File: src/rtl/occ_pkg.sv
package occ_pkg;
  typedef enum logic [1:0] {
    SEL_CODE    = 2'd0,
    SEL_CLRCODE = 2'd1,
    SEL_CTRL    = 2'd2,
    SEL_NONE    = 2'd3
  } occ_sel_e;

  localparam int ARM_BIT = 0;
endpackage

File: src/rtl/occ_clr_sync.sv
module occ_clr_sync #(
  parameter int SYNC_STAGES = 2
) (
  input  logic clk,
  input  logic rst,
  input  logic clr_raw_i,
  output logic pulse_o
);
  logic [SYNC_STAGES-1:0] stage_q;
  logic                   prev_q;

  generate
    for (genvar s = 0; s < SYNC_STAGES; s++) begin : g_stage
      if (s == 0) begin : g_first
        always_ff @(posedge clk) begin
          if (rst) stage_q[0] <= 1'b0;
          else     stage_q[0] <= clr_raw_i;
        end
      end else begin : g_next
        always_ff @(posedge clk) begin
          if (rst) stage_q[s] <= 1'b0;
          else     stage_q[s] <= stage_q[s-1];
        end
      end
    end
  endgenerate

  always_ff @(posedge clk) begin
    if (rst) prev_q <= 1'b0;
    else     prev_q <= stage_q[SYNC_STAGES-1];
  end

  assign pulse_o = stage_q[SYNC_STAGES-1] & ~prev_q;

  // one pulse per rising edge, never two in a row
  a_r1_single_pulse: assert property (@(posedge clk) disable iff (rst)
    pulse_o |=> !pulse_o);
endmodule

File: src/rtl/occ_wr_decode.sv
module occ_wr_decode
  import occ_pkg::*;
#(
  parameter int NUM_CH = 4,
  parameter int CH_W   = 2
) (
  input  logic            clk,
  input  logic            rst,
  input  logic            wr_en,
  input  logic [CH_W-1:0] wr_ch,
  input  logic [1:0]      wr_sel,
  output logic [NUM_CH-1:0] hit_code,
  output logic [NUM_CH-1:0] hit_clr,
  output logic [NUM_CH-1:0] hit_ctrl
);
  occ_sel_e sel;
  assign sel = occ_sel_e'(wr_sel);

  generate
    for (genvar c = 0; c < NUM_CH; c++) begin : g_dec
      logic mine;
      assign mine        = wr_en && (wr_ch == CH_W'(c));
      assign hit_code[c] = mine && (sel == SEL_CODE);
      assign hit_clr[c]  = mine && (sel == SEL_CLRCODE);
      assign hit_ctrl[c] = mine && (sel == SEL_CTRL);
    end
  endgenerate

  // a write reaches at most one channel
  a_r8_one_target: assert property (@(posedge clk) disable iff (rst)
    $onehot0(hit_code | hit_clr | hit_ctrl));
  // selector 3 writes nothing
  a_r8_none_sel: assert property (@(posedge clk) disable iff (rst)
    (wr_sel == 2'd3) |-> ((hit_code | hit_clr | hit_ctrl) == '0));
endmodule

File: src/rtl/occ_chan.sv
module occ_chan
  import occ_pkg::*;
#(
  parameter int CODE_W = 16
) (
  input  logic              clk,
  input  logic              rst,
  input  logic              clr_pulse,
  input  logic              hit_code,
  input  logic              hit_clr,
  input  logic              hit_ctrl,
  input  logic [CODE_W-1:0] wr_data,
  output logic [CODE_W-1:0] code_o
);
  logic [CODE_W-1:0] code_q;
  logic [CODE_W-1:0] clr_code_q;
  logic              arm_q;
  logic              do_clear;

  assign do_clear = clr_pulse && arm_q;

  always_ff @(posedge clk) begin
    if (rst) begin
      clr_code_q <= '0;
      arm_q      <= 1'b0;
    end else begin
      if (hit_clr)  clr_code_q <= wr_data;
      if (hit_ctrl) arm_q      <= wr_data[ARM_BIT];
    end
  end

  always_ff @(posedge clk) begin
    if (rst)           code_q <= '0;
    else if (do_clear) code_q <= clr_code_q;
    else if (hit_code) code_q <= wr_data;
  end

  assign code_o = code_q;

  // armed channel takes its clear code on the pulse
  a_r3_clear_load: assert property (@(posedge clk) disable iff (rst)
    (clr_pulse && arm_q) |=> (code_o == $past(clr_code_q)));
  // no clear and no write leaves the code alone
  a_r4_hold: assert property (@(posedge clk) disable iff (rst)
    (!(clr_pulse && arm_q) && !hit_code) |=> $stable(code_o));
  // a write colliding with a clear is discarded
  a_r6_clear_wins: assert property (@(posedge clk) disable iff (rst)
    (clr_pulse && arm_q && hit_code) |=> (code_o == $past(clr_code_q)));
  // a plain write lands next cycle
  a_r8_write_lands: assert property (@(posedge clk) disable iff (rst)
    (hit_code && !clr_pulse) |=> (code_o == $past(wr_data)));
endmodule

File: src/rtl/out_clear_ctrl.sv
module out_clear_ctrl #(
  parameter int NUM_CH      = 4,
  parameter int CODE_W      = 16,
  parameter int SYNC_STAGES = 2,
  localparam int CH_W       = (NUM_CH > 1) ? $clog2(NUM_CH) : 1,
  localparam int OUT_W      = NUM_CH * CODE_W
) (
  input  logic              clk,
  input  logic              rst,
  input  logic              wr_en,
  input  logic [CH_W-1:0]   wr_ch,
  input  logic [1:0]        wr_sel,
  input  logic [CODE_W-1:0] wr_data,
  input  logic              clr_in,
  output logic [OUT_W-1:0]  code_out
);
  logic              clr_pulse;
  logic [NUM_CH-1:0] hit_code;
  logic [NUM_CH-1:0] hit_clr;
  logic [NUM_CH-1:0] hit_ctrl;

  occ_clr_sync #(.SYNC_STAGES(SYNC_STAGES)) u_sync (
    .clk       (clk),
    .rst       (rst),
    .clr_raw_i (clr_in),
    .pulse_o   (clr_pulse)
  );

  occ_wr_decode #(.NUM_CH(NUM_CH), .CH_W(CH_W)) u_dec (
    .clk      (clk),
    .rst      (rst),
    .wr_en    (wr_en),
    .wr_ch    (wr_ch),
    .wr_sel   (wr_sel),
    .hit_code (hit_code),
    .hit_clr  (hit_clr),
    .hit_ctrl (hit_ctrl)
  );

  generate
    for (genvar c = 0; c < NUM_CH; c++) begin : g_ch
      occ_chan #(.CODE_W(CODE_W)) u_chan (
        .clk       (clk),
        .rst       (rst),
        .clr_pulse (clr_pulse),
        .hit_code  (hit_code[c]),
        .hit_clr   (hit_clr[c]),
        .hit_ctrl  (hit_ctrl[c]),
        .wr_data   (wr_data),
        .code_o    (code_out[c*CODE_W +: CODE_W])
      );
    end
  endgenerate

  // everything is zero the cycle after reset
  a_r7_reset_zero: assert property (@(posedge clk)
    $past(rst) |-> (code_out == '0));
endmodule

File: config.mk
export PLATFORM = sky130hd
export DESIGN_NAME = out_clear_ctrl
export DESIGN_NICKNAME = d
export VERILOG_FILES = /design/src/rtl/occ_pkg.sv /design/src/rtl/occ_clr_sync.sv /design/src/rtl/occ_wr_decode.sv /design/src/rtl/occ_chan.sv /design/src/rtl/out_clear_ctrl.sv
export SDC_FILE = /design/constraint.sdc
export NUM_CORES = 1
export LEC_CHECK = 0
export BUFFER_PORTS_ARGS = -buffer_cell sky130_fd_sc_hd__buf_2
export CAP_MARGIN = 20
export CORE_ASPECT_RATIO = 1.75
export CORE_UTILIZATION = 59
export DETAILED_ROUTE_END_ITERATION = 10
export GPL_TIMING_DRIVEN = 0
export PLACE_DENSITY = 0.89
export SLEW_MARGIN = 20
export SYNTH_ARGS = -nofsm -noshare
export SYNTH_HDL_FRONTEND = slang
export SYNTH_HIERARCHICAL = 1
export SYNTH_SLANG_ARGS = --single-unit
File: constraint.sdc
create_clock -name clk -period 2.74 [get_ports clk]
set_input_delay 0.548 -clock clk [delete_from_list [all_inputs] [get_ports clk]]
set_output_delay 0.548 -clock clk [all_outputs]
set_load 0.02 [all_outputs]
==> impl_results.md <==
* Vias at 4505
* Worst-path fanout max at 32
* NetSw at just under 0.001 W
* CP Data Required Time at a little over 3 ns
* Final hold violations at 0
* Routed WL per cell at between 15 and 20 um
* Largest cells by area after synthesis: dfxtp_1 44%, mux2i_1 22%, a211oi_2 11%
* Vias in the first global route at approximately 4.8k
* Global-route wire length before repair at between 20000 and 25000 um
* Sw frac at 0.214
* Clock group share of total power at 0.510
* Final Setup Violations at 0
* Synth Area in Compound Gates at 0.121
* Die Area at roughly 0.011 sq mm
* Number of I/O pins at 88
* WP data arrival at roughly 2.1 ns
* Clk_lat worst skew at 0.41 ns
* CP Launch Type: flip-flop
* H-tree Lvls at 4
* Kind of critical path: flip-flop to flip-flop
* Most frequent cells in the layout: 135 x dfxtp_1, 132 x mux2i_1, 99 x buf_2
* Place WS at just over 0.6 ns
* Antenna violations before repair at 0
* Avg Cell Area, Syn at roughly 11 sq um
* Number of fill cells at ~660
* Final setup margin at between 0.9 and 1 ns
* Multi-input logic area at between 0.003 and 0.004 sq mm
* Adder-cell share of the synthesized area at 0
* Starting Density at 0.612
* Vias per inst at 5.80
* Yosys reg bits at between 100 and 150
* Post-Syn Instances at about 530
* Xor and xnor area share after synthesis at 0
* Post-DRT Antenna Nets at 0
* DRC violations left at 0
* Mux contribution to synthesized area at 0.217
* Rel. slew slack at 0.448
* Fin nets at roughly 660
* Period minus WS final at 1.80 ns
* FMAX at roughly 560 MHz
* Largest area contributor in the netlist: dfxtp_1
* Syn nets at roughly 560
* Slowest CP cell: nor2b_4
* Maximum capacitance violations at 0
* Clock net sink count at ~140
* Hold_buf cts at 0
* Final wirelength at approximately 15000 um
* PnR Total Power at 0.00462 W
* # port buffers at 87
* Commonest non-fill, non-tap cell in the layout: dfxtp_1
* Pleak at ~3.0 nW
* GP Congestion at between 0.8 and 0.9
* Simple-gate share of the synthesized area at 0.161
* Part of the power in combinational logic at 0.056
* Clk Tree Root Cell: clkbuf_16
* Worst-margin pin slew at 0.826 ns
* Layout cells sized above 1 at 0.322
* Core Area at about 0.01 sq mm
* Peak supply drop at between 0.5 and 0.6 mV
* Die Height at between 100 and 150 um
* Status: finished clean
* Seq pwr share at 0.435
* Clock-pin slew on the worst setup and hold paths at ~0.060 ns
* Power density over the cells at approximately 630 mW/mm^2
* Initial DRC Count at 146
* Period Utilization, post-route at 0.655
* Synth Cell Area at roughly 0.006 sq mm
* Die W at about 79 um
* Synth cell types at 21
* CP Cell Sequence: nor2b_4 > buf_2 > and3b_1 > a211oi_2
* Row cnt at 48
* Synth top area share at 0.443
* Worst setup EP type: flip-flop
* Post-CTS Setup Inserts at 0
* Detail Placement HPWL at approximately 10000 um
* Largest net degree at the start of global routing at 33
* Final core occ at 0.734
* Maximum root-to-sink buffer count at 2
* Area grow syn2layout at 20.0%
* Max incr delay on CP at just under 0.7 ns
* Post-route setup TNS at 0 ns
* Sequential-to-total area share from yosys stat at 0.443
* Reg area at about 0.0027 sq mm
* Antenna Cells at 0
* Largest family of logic cells by synthesized area: multiplexers
* CTS buffer count at 17
* Internal power at 0.00363 W
* RSZ-0062 raised after global routing: false
* Post-cts resize count at 0
* GRT Util Overall at 0.286
* Fin Clk Skew at 0.00505 ns
* GRT overflow at 0
* Pins over their slew limit at 0
* Synth warn at 6
* CTS tree: done
* Drt first pass iters at 4
* Class of the worst hold path: input pin to flip-flop
per-stage QoR:
step                instance area, sq um  hold slack [ns]  std cells
floorplan                           6100            0.414        533
global placement                    6690            0.420        745
detailed placement                  6700            0.456        745
CTS                                 7320            0.367        777
global route                        7320            0.367        777
finish                              7320            0.371        777
sequential cells by signal, summed over array words and instances, names as in the netlist:
register                count
g_ch.u_chan/clr_code_q     64
g_ch.u_chan/code_o         64
g_ch.u_chan/arm_q           4
u_sync/stage_q              2
u_sync/prev_q               1
cells in the mapped netlist, drive strengths merged:
cell and n:
or3b 1, clkbuf 12, and3b 64, nor2b 4
buf 32, dfxtp 135, mux2i 132, nand2b 2
nand2 5, nand3b 2, a211oi 64, nor3 3
nor2 77
worst paths after layout:
check                                          endpoint  cells after the start  slack [ns]                         start
hold reg to reg            u_sync/stage_q[1]$_SDFF_PP0_                      1        0.47  u_sync/stage_q[0]$_SDFF_PP0_
setup / recovery  g_ch[3].u_chan/code_o[9]$_SDFFE_PP0P_                      4        0.94  u_sync/stage_q[1]$_SDFF_PP0_
hold / removal             u_sync/stage_q[0]$_SDFF_PP0_                      2        0.37                        clr_in
setup reg to reg  g_ch[3].u_chan/code_o[9]$_SDFFE_PP0P_                      4        0.94  u_sync/stage_q[1]$_SDFF_PP0_
routing by layer:
layer / vias up / global-route usage / share of wire
met5: - / 0 / 0
met4: 0 / 0.161 / 0.036
met3: 40 / 0.0700 / 0.038
met2: 147 / 0.543 / 0.56
met1: 2192 / 0.275 / 0.37
li1: 2126 / - / -
area by class of cell:
class / count / share of cell area
plain buffers: 44 / 0.0485
clock buffers: 25 / 0.0691
clock inverters: 7 / 0.0157
multi-input cells: 354 / 0.417
flip-flops and latches: 135 / 0.369
well taps: 125 / 0.0214
repair buffers: 87 / 0.0595
power by group through the flow:
stage	Clock, W	Sequential, W	Combinational, W
6_report	0.00236	0.00201	0.000257
2_1_floorplan	0	0.00206	0.000136
5_1_grt	0.00246	0.00201	0.000273
4_1_cts	0.00238	0.00201	0.000255
3_3_place_gp	0	0.00205	0.000240
3_5_place_dp	0	0.00205	0.000250
worst max-delay path, delay by kind of cell (launching register included):
kind                   cells  cell delay (ns)
AOI/OAI and AO/OA          1             0.06
buffers and inverters      1             0.34
DFF                        1             0.34
and+or+nand+nor            2             0.92
cells by family (layout without fill, tap and decap cells):
logic type / after synthesis / in the layout
flops: 135 / 135
compound gates: 64 / 64
simple gates: 158 / 158
buf+inv: 44 / 163
mux: 132 / 132
Note: power is estimated with default switching activity, not from simulation.
